[config.mk]
export PLATFORM = sky130hd
export DESIGN_NAME = trkfmt_top
export DESIGN_NICKNAME = d
export VERILOG_FILES = /design/src/rtl/trkfmt_pkg.sv /design/src/rtl/trkfmt_ctrl.sv /design/src/rtl/trkfmt_dpath.sv /design/src/rtl/trkfmt_top.sv
export SDC_FILE = /design/constraint.sdc
export NUM_CORES = 1
export LEC_CHECK = 0
export BUFFER_PORTS_ARGS = -buffer_cell sky130_fd_sc_hd__buf_2
export CORE_UTILIZATION = 45
export CTS_CLUSTER_DIAMETER = 80
export DETAILED_ROUTE_END_ITERATION = 10
export PLACE_DENSITY_LB_ADDON = 0.25
export SYNTH_ARGS = -nofsm -noshare
export SYNTH_HDL_FRONTEND = slang
export SYNTH_SLANG_ARGS = --single-unit
[constraint.sdc]
create_clock -name clk -period 3 [get_ports clk]
set_input_delay 0.3 -clock clk [delete_from_list [all_inputs] [get_ports clk]]
set_output_delay 0.3 -clock clk [all_outputs]
set_load 0.01 [all_outputs]
[src/rtl/trkfmt_pkg.sv]
package trkfmt_pkg;

  localparam int CYL_W  = 16;
  localparam int HEAD_W = 8;
  localparam int SEC_W  = 8;
  localparam int BYTE_W = 8;

  localparam logic [BYTE_W-1:0] GAP_FILL  = 8'h4E;
  localparam logic [BYTE_W-1:0] SYNC_FILL = 8'h00;
  localparam logic [BYTE_W-1:0] MARK_LEAD = 8'hA1;
  localparam logic [BYTE_W-1:0] MARK_ID   = 8'hFE;
  localparam logic [BYTE_W-1:0] MARK_DATA = 8'hF8;

  typedef enum logic [3:0] {
    F_IDLE,
    F_ARM,
    F_GAP1,
    F_SYNC_ID,
    F_AM_ID,
    F_ID,
    F_CRC_ID,
    F_GAP2,
    F_SYNC_DAT,
    F_AM_DAT,
    F_DATA,
    F_CRC_DAT,
    F_GAP3,
    F_GAP4
  } fmtField_e;

  typedef struct packed {
    fmtField_e        field;
    logic [1:0]       slot;
    logic [SEC_W-1:0] secNum;
    logic             capture;
  } fmtStrobe_t;

  function automatic int maxOf(input int a, input int b);
    return (a > b) ? a : b;
  endfunction

endpackage

[src/rtl/trkfmt_ctrl.sv]
module trkfmt_ctrl
  import trkfmt_pkg::*;
#(
  parameter int GAP1_LEN = 16,
  parameter int SYNC_LEN = 12,
  parameter int GAP2_LEN = 15,
  parameter int GAP3_LEN = 20,
  parameter int DATA_LEN = 256
) (
  input  logic             clk,
  input  logic             rstN,
  input  logic             startFmt,
  input  logic             indexPulse,
  input  logic [SEC_W-1:0] sectorCount,
  input  logic             byteReady,
  output fmtStrobe_t       strobe,
  output logic             writeGate,
  output logic             fmtDone,
  output logic [SEC_W-1:0] secWritten,
  output logic             overrun
);

  localparam int MAX_LEN = maxOf(maxOf(maxOf(GAP1_LEN, SYNC_LEN), maxOf(GAP2_LEN, GAP3_LEN)),
                                 maxOf(DATA_LEN, 4));
  localparam int CNT_W   = $clog2(MAX_LEN) + 1;

  if (GAP1_LEN < 12) begin : gGap1TooShort
    $error("trkfmt_ctrl: GAP1_LEN must be at least 12");
  end

  fmtField_e        curField;
  logic [CNT_W-1:0] cnt;
  logic [SEC_W-1:0] secNum;
  logic [SEC_W-1:0] secTotal;
  logic [SEC_W-1:0] doneSecs;
  logic             idxPrev;
  logic             idxRise;
  logic             active;
  logic             fieldEnd;

  function automatic logic [CNT_W-1:0] lastIdx(input fmtField_e f);
    case (f)
      F_GAP1:                 return CNT_W'(GAP1_LEN - 1);
      F_SYNC_ID, F_SYNC_DAT:  return CNT_W'(SYNC_LEN - 1);
      F_AM_ID, F_AM_DAT:      return CNT_W'(1);
      F_ID:                   return CNT_W'(3);
      F_CRC_ID, F_CRC_DAT:    return CNT_W'(1);
      F_GAP2:                 return CNT_W'(GAP2_LEN - 1);
      F_DATA:                 return CNT_W'(DATA_LEN - 1);
      F_GAP3:                 return CNT_W'(GAP3_LEN - 1);
      default:                return '1;
    endcase
  endfunction

  function automatic fmtField_e nextField(input fmtField_e f);
    case (f)
      F_GAP1:     return F_SYNC_ID;
      F_SYNC_ID:  return F_AM_ID;
      F_AM_ID:    return F_ID;
      F_ID:       return F_CRC_ID;
      F_CRC_ID:   return F_GAP2;
      F_GAP2:     return F_SYNC_DAT;
      F_SYNC_DAT: return F_AM_DAT;
      F_AM_DAT:   return F_DATA;
      F_DATA:     return F_CRC_DAT;
      F_CRC_DAT:  return F_GAP3;
      default:    return F_GAP4;
    endcase
  endfunction

  assign idxRise  = indexPulse && !idxPrev;
  assign active   = (curField != F_IDLE) && (curField != F_ARM);
  assign fieldEnd = (curField != F_GAP4) && (cnt == lastIdx(curField));

  always_ff @(posedge clk) begin
    if (!rstN) begin
      curField <= F_IDLE;
      cnt      <= '0;
      secNum   <= SEC_W'(1);
      secTotal <= '0;
      doneSecs <= '0;
      idxPrev  <= 1'b0;
      fmtDone  <= 1'b0;
      overrun  <= 1'b0;
    end else begin
      idxPrev <= indexPulse;
      fmtDone <= 1'b0;
      case (curField)
        F_IDLE: begin
          if (startFmt) begin
            curField <= F_ARM;
            secTotal <= sectorCount;
            overrun  <= 1'b0;
          end
        end
        F_ARM: begin
          if (idxRise) begin
            curField <= F_GAP1;
            cnt      <= '0;
            secNum   <= SEC_W'(1);
            doneSecs <= '0;
          end
        end
        default: begin
          if (idxRise) begin
            curField <= F_IDLE;
            cnt      <= '0;
            fmtDone  <= 1'b1;
            overrun  <= (doneSecs != secTotal);
          end else if (byteReady && curField != F_GAP4) begin
            if (fieldEnd) begin
              cnt <= '0;
              if (curField == F_CRC_DAT) begin
                doneSecs <= doneSecs + SEC_W'(1);
              end
              if (curField == F_GAP3) begin
                if (secNum == secTotal) begin
                  curField <= F_GAP4;
                end else begin
                  secNum   <= secNum + SEC_W'(1);
                  curField <= F_SYNC_ID;
                end
              end else begin
                curField <= nextField(curField);
              end
            end else begin
              cnt <= cnt + CNT_W'(1);
            end
          end
        end
      endcase
    end
  end

  assign writeGate      = active;
  assign secWritten     = doneSecs;
  assign strobe.field   = curField;
  assign strobe.slot    = cnt[1:0];
  assign strobe.secNum  = secNum;
  assign strobe.capture = (curField == F_IDLE) && startFmt;

  // the gate only rises right after an index edge
  a_r1_gate_after_index: assert property (@(posedge clk) disable iff (!rstN)
    $rose(writeGate) |-> $past(indexPulse));

  // an index edge during writing ends the pass
  a_r9_index_ends_pass: assert property (@(posedge clk) disable iff (!rstN)
    (active && idxRise) |=> (!writeGate && fmtDone));

  a_r9_done_single: assert property (@(posedge clk) disable iff (!rstN)
    fmtDone |=> !fmtDone);

  // no strobe, no movement
  a_r11_hold: assert property (@(posedge clk) disable iff (!rstN)
    (active && !byteReady && !idxRise) |=> ($stable(cnt) && $stable(curField)));

  // sector numbers stay within the requested range
  a_r5_sector_range: assert property (@(posedge clk) disable iff (!rstN)
    active |-> (secNum >= SEC_W'(1) && secNum <= secTotal));

  // completed data fields never exceed the requested count
  a_r10_count_bound: assert property (@(posedge clk) disable iff (!rstN)
    active |-> (doneSecs <= secTotal));

endmodule

[src/rtl/trkfmt_dpath.sv]
module trkfmt_dpath
  import trkfmt_pkg::*;
#(
  parameter logic [BYTE_W-1:0] FILL_BYTE = 8'hE5
) (
  input  logic              clk,
  input  logic              rstN,
  input  fmtStrobe_t        strobe,
  input  logic [CYL_W-1:0]  cylinder,
  input  logic [HEAD_W-1:0] head,
  output logic [BYTE_W-1:0] wrByte,
  output logic              markByte,
  output logic              crcClr,
  output logic              crcAccum,
  output logic              crcSend
);

  logic [CYL_W-1:0]  cylLatch;
  logic [HEAD_W-1:0] headLatch;

  always_ff @(posedge clk) begin
    if (!rstN) begin
      cylLatch  <= '0;
      headLatch <= '0;
    end else if (strobe.capture) begin
      cylLatch  <= cylinder;
      headLatch <= head;
    end
  end

  always_comb begin
    wrByte   = SYNC_FILL;
    markByte = 1'b0;
    crcClr   = 1'b0;
    crcAccum = 1'b0;
    crcSend  = 1'b0;
    case (strobe.field)
      F_GAP1, F_GAP2, F_GAP3, F_GAP4: wrByte = GAP_FILL;
      F_SYNC_ID, F_SYNC_DAT:          wrByte = SYNC_FILL;
      F_AM_ID, F_AM_DAT: begin
        crcAccum = 1'b1;
        if (strobe.slot[0] == 1'b0) begin
          wrByte   = MARK_LEAD;
          markByte = 1'b1;
          crcClr   = 1'b1;
        end else begin
          wrByte = (strobe.field == F_AM_ID) ? MARK_ID : MARK_DATA;
        end
      end
      F_ID: begin
        crcAccum = 1'b1;
        case (strobe.slot)
          2'd0:    wrByte = cylLatch[15:8];
          2'd1:    wrByte = cylLatch[7:0];
          2'd2:    wrByte = headLatch;
          default: wrByte = strobe.secNum;
        endcase
      end
      F_DATA: begin
        crcAccum = 1'b1;
        wrByte   = FILL_BYTE;
      end
      F_CRC_ID, F_CRC_DAT: crcSend = 1'b1;
      default: wrByte = SYNC_FILL;
    endcase
  end

  // the missing-clock flag only ever sits on the lead mark byte
  a_r4_mark_is_a1: assert property (@(posedge clk) disable iff (!rstN)
    markByte |-> (wrByte == MARK_LEAD && crcClr));

  // a CRC slot is never folded into the CRC nor flagged as a mark
  a_r6_crc_slot_clean: assert property (@(posedge clk) disable iff (!rstN)
    crcSend |-> (!crcAccum && !markByte && !crcClr));

endmodule

[src/rtl/trkfmt_top.sv]
module trkfmt_top
  import trkfmt_pkg::*;
#(
  parameter int                GAP1_LEN  = 16,
  parameter int                SYNC_LEN  = 12,
  parameter int                GAP2_LEN  = 15,
  parameter int                GAP3_LEN  = 20,
  parameter int                DATA_LEN  = 256,
  parameter logic [BYTE_W-1:0] FILL_BYTE = 8'hE5
) (
  input  logic              clk,
  input  logic              rstN,
  input  logic              startFmt,
  input  logic              indexPulse,
  input  logic [CYL_W-1:0]  cylinder,
  input  logic [HEAD_W-1:0] head,
  input  logic [SEC_W-1:0]  sectorCount,
  input  logic              byteReady,
  output logic [BYTE_W-1:0] wrByte,
  output logic              markByte,
  output logic              crcClr,
  output logic              crcAccum,
  output logic              crcSend,
  output logic              writeGate,
  output logic              fmtDone,
  output logic [SEC_W-1:0]  secWritten,
  output logic              overrun
);

  fmtStrobe_t strobe;

  trkfmt_ctrl #(
    .GAP1_LEN(GAP1_LEN),
    .SYNC_LEN(SYNC_LEN),
    .GAP2_LEN(GAP2_LEN),
    .GAP3_LEN(GAP3_LEN),
    .DATA_LEN(DATA_LEN)
  ) u_ctrl (
    .clk        (clk),
    .rstN       (rstN),
    .startFmt   (startFmt),
    .indexPulse (indexPulse),
    .sectorCount(sectorCount),
    .byteReady  (byteReady),
    .strobe     (strobe),
    .writeGate  (writeGate),
    .fmtDone    (fmtDone),
    .secWritten (secWritten),
    .overrun    (overrun)
  );

  trkfmt_dpath #(
    .FILL_BYTE(FILL_BYTE)
  ) u_dpath (
    .clk     (clk),
    .rstN    (rstN),
    .strobe  (strobe),
    .cylinder(cylinder),
    .head    (head),
    .wrByte  (wrByte),
    .markByte(markByte),
    .crcClr  (crcClr),
    .crcAccum(crcAccum),
    .crcSend (crcSend)
  );

endmodule

==> flow_results.org <==
** Critical path
- Cell family contributing the most delay on the critical path :: simple AND/OR/NAND/NOR gates
- Walking the worst path, the cells encountered are or4_4 > a211oi_4 > and3_1 > nand3_1 > a311oi_2 > nor2b_2 > inv_1 > ha_1 > inv_1 > mux2i_1 > o211ai_1.
- Crit Path Class :: flop to flop
- The worst setup path is launched from a flop.
- Critical Path Most Common Cell :: sky130_fd_sc_hd__inv_1
- STA classifies the critical path endpoint as a flop.
- The critical path contains buffers and inverters numbering 2 combined.
- STA puts the critical path data arrival time at around 3000 ps.
- On the worst path, the slowest cell contributes a delay of between 500 and 600 ps.
- For the worst setup path, the data required time is around 3200 ps.
- In this run the worst path has a maximum fanout of 5.
- The slowest stage of the critical path belongs to the cell sky130_fd_sc_hd__or4_4.

** Placement
- The congestion estimate from routability-driven global placement came to a little under 0.9.
- After detailed placement, the design holds a cell count of 647.
- Summed over all nets, the half-perimeter wirelength after detailed placement is around 7400 um.
- Port Buffer Count :: a little under 60

** Global routing
- The total overflow left after global routing is 0.
- Entering global routing, the biggest net connects 46 pins.
- The first global-routing pass estimated approximately 17000 um of wire.
- The via count of the first global-routing pass came to around 3500.
- Initial antenna violation count :: 0
- For this run, the total global-route usage over all layers was measured as 22.5%.

** Synthesis
- Averaged over all synthesized cells, the footprint is between 8 and 9 sq um.
- Register area share after synthesis :: between 30% and 40%
- Yosys mapped a number of flops with a built-in enable equal to 0.
- The number of nets handed over by synthesis was 539.
- Count of synthesis-stage warnings from yosys :: 0
- Fraction of registers with async set or reset after synthesis :: 0%
- Primary flip-flop cell chosen by synthesis mapping :: sky130_fd_sc_hd__dfxtp_1
- Yosys cell types :: just under 60
- Dominant cells by area after synthesis :: sky130_fd_sc_hd__dfxtp_1 37%, sky130_fd_sc_hd__nand2_1 8.1%, sky130_fd_sc_hd__a21boi_0 6.1%
- Cell taking the most area after synthesis :: sky130_fd_sc_hd__dfxtp_1
- By count the netlist is led by 87 x sky130_fd_sc_hd__nand2_1, 75 x sky130_fd_sc_hd__dfxtp_1, 34 x sky130_fd_sc_hd__nor2_1, 33 x sky130_fd_sc_hd__a21boi_0, 24 x sky130_fd_sc_hd__clkbuf_1.
- Synth top area share :: approximately 37%
- Seq cells post-synth :: 75
- The cell area that synthesis handed to floorplanning was 4040 sq um.
- After technology mapping, the gate count stands at 491.
- Cell with the most instances after synthesis :: sky130_fd_sc_hd__nand2_1

** Clocking
- Clock root cell :: sky130_fd_sc_hd__clkbuf_8
- The number of hold buffers added after CTS was 0.
- CTS tree :: done
- Depth of the CTS H-tree :: 3
- Register clock-pin slew on the reported worst setup and hold paths :: about 80 ps
- Largest buffer count on any clock path :: 2
- At the later pin of the worst-skew pair, clock insertion delay measures between 300 and 400 ps.
- Clock net sink count :: 75
- Clock buffers created by TritonCTS :: 9

** Status
- The run finished with clean final reports.

** Cells and area
- The count of cells in the finished layout, fillers not included, comes to roughly 660.
- Diodes inserted :: 0
- After the last flow step, the layout net total stands at between 500 and 600.
- Layout Utilization :: between 50% and 60%
- Area of combinational cells with multiple inputs :: 2370 sq um
- The filler cells instantiated in the layout total just over 800.
- Layout area overhead :: 17.1%
- The sequential cells in the finished layout cover a total of 1500 sq um.
- Fraction of final layout cells sized beyond drive strength 1 :: between 20 and 25%

** Drt
- Once detail routing completed, the nets flagged for antenna violations numbered 0.
- Router iterations before antenna repair :: 4
- After detailed routing, the number of remaining DRC violations is 0.
- After detailed routing, the total wire length is 10200 um.
- The routed layout has around 3700 vias.
- After detailed routing, the number of vias per cell comes to 5.54.
- Routed WL per cell :: 15.3 um
- After the first detailed-routing iteration, the DRC count stood at 264.

** Floorplan
- Initial Util :: about 46%
- CORE AREA :: 8720 sq um
- Measured along the x axis, the die boundary spans a little under 100 um.
- During I/O placement, the number of pins put on the boundary was 60.
- Y dimension of the die :: roughly 97 um
- Number of standard-cell rows in the floorplan :: 34
- The floorplan step defined a die boundary enclosing just over 9000 sq um.

** Timing
- After routing, the total negative slack on setup checks comes to 0 ps.
- Slew at the pin closest to its max-slew limit :: 601 ps
- Total of endpoints with negative setup slack in the final report :: 0
- The clock arrives with a little under 8 ps of skew.
- Final count of pins violating max slew :: 0
- Measured against its own limit, the worst slew margin works out to between 50% and 60%.
- Fmax achieved :: between 300 and 400 MHz
- Period utilization :: approximately 93%
- The routed design could run at a clock period as short as between 2000 and 3000 ps.
- The hold violation count in the final report was 0.
- RSZ-0062 raised after global routing :: false

** Power
- Reported leakage power :: 1.96 nW
- Power per unit of standard cell area :: 470 nW/um^2
- Final Total Pwr :: 0.00222 W
- IR analysis of the VDD net gives a maximum drop of between 200 and 300 uV.

** Run
- Max-cap violations :: 0

** Worst hold path
- The path class of the tightest hold or removal check is input port to flop.
==> layer usage <==
metal  track usage (%)  wire (um)
met1              31.2       5060
met3              5.42        536
met5                 0          0
met2              33.2       4380
met4              9.41        204
==> worst paths after layout <==
kind                                          start                   to  slack [ps]  depth (start not counted)
worst max-delay path                  u_ctrl.cnt[5]                 flop         210                         11
worst min register to register  u_dpath.cylLatch[9]  u_dpath.cylLatch[9]         470                          2
worst min-delay path                     indexPulse       u_ctrl.idxPrev         180                          2
worst max register to register        u_ctrl.cnt[5]                 flop         210                         11
==> metrics by stage <==
step / worst slack [ps] / hold WS, ps / area, sq um
after floorplan: 342 / 427 / 4040
after global routing: 5.72 / 183 / 4720
after CTS: 39.0 / 172 / 4700
final: 207 / 184 / 4720
after global placement: 231 / 450 / 4480
after detailed placement: 145 / 457 / 4480
==> what timing repair did <==
action,4_1_cts,5_1_grt
setup endpoints to repair,0,14
setup buffers,0,0
resized for setup,0,7
==> cells in the final DEF (no fill, tap or decap), types with 2 or more instances in the layout <==
cell type and n:
sky130_fd_sc_hd__ha_1 8, sky130_fd_sc_hd__o211ai_1 3, sky130_fd_sc_hd__a222oi_1 8, sky130_fd_sc_hd__xor2_1 23, sky130_fd_sc_hd__or4_1 3, sky130_fd_sc_hd__mux2i_1 9, sky130_fd_sc_hd__nor3_1 3, sky130_fd_sc_hd__buf_2 59
sky130_fd_sc_hd__bufinv_16 2, sky130_fd_sc_hd__nand3_1 14, sky130_fd_sc_hd__a21oi_2 2, sky130_fd_sc_hd__a32oi_1 3, sky130_fd_sc_hd__nor2b_1 7, sky130_fd_sc_hd__a31oi_1 2, sky130_fd_sc_hd__buf_4 18, sky130_fd_sc_hd__nor2_1 34
sky130_fd_sc_hd__nand4_1 10, sky130_fd_sc_hd__nand2b_1 5, sky130_fd_sc_hd__and3_1 7, sky130_fd_sc_hd__a32o_1 2, sky130_fd_sc_hd__o311ai_1 2, sky130_fd_sc_hd__o31ai_1 2, sky130_fd_sc_hd__nor4_1 2, sky130_fd_sc_hd__dfxtp_1 74
sky130_fd_sc_hd__clkbuf_8 10, sky130_fd_sc_hd__a21boi_0 33, sky130_fd_sc_hd__or3_1 4, sky130_fd_sc_hd__xnor2_1 14, sky130_fd_sc_hd__o21ai_0 20, sky130_fd_sc_hd__ha_2 3, sky130_fd_sc_hd__o21ai_1 3, sky130_fd_sc_hd__or2_2 2
sky130_fd_sc_hd__and2_1 6, sky130_fd_sc_hd__nand2_1 87, sky130_fd_sc_hd__clkinvlp_4 2, sky130_fd_sc_hd__inv_1 15, sky130_fd_sc_hd__a21oi_1 19, sky130_fd_sc_hd__o22ai_1 3, sky130_fd_sc_hd__a22oi_1 3, sky130_fd_sc_hd__a21o_1 5
==> area by class of cell <==
class / instances / share of cell area (%)
Clock inverter: 6 / 1.88
Tap cell: 108 / 2.86
Sequential cell: 75 / 31.8
Clock buffer: 10 / 2.91
Inverter: 16 / 1.27
Multi-Input combinational cell: 371 / 50.2
Timing Repair Buffer: 77 / 9.11
==> power by group <==
| group | leakage, nW | switching (W) | internal [W] |
|---|---|---|---|
| clock network | 0.108 | 0.000387 | 0.000491 |
| registers | 0.611 | 0.0000295 | 0.00103 |
| logic | 1.24 | 0.000165 | 0.000112 |
==> cell families after synthesis <==
| kind of cell | count (synthesis) | synth area share, % |
|---|---|---|
| AND/OR/NAND/NOR | 194 | 23.4 |
| AO/OA/AOI/OAI | 120 | 21.2 |
| flip-flops | 75 | 37.2 |
| buffers and inverters | 45 | 4.53 |
| XOR/XNOR | 37 | 8.03 |
| adder cells (fa/ha/maj) | 11 | 3.41 |
| multiplexers | 9 | 2.23 |
(Power assumes the default switching activity.)
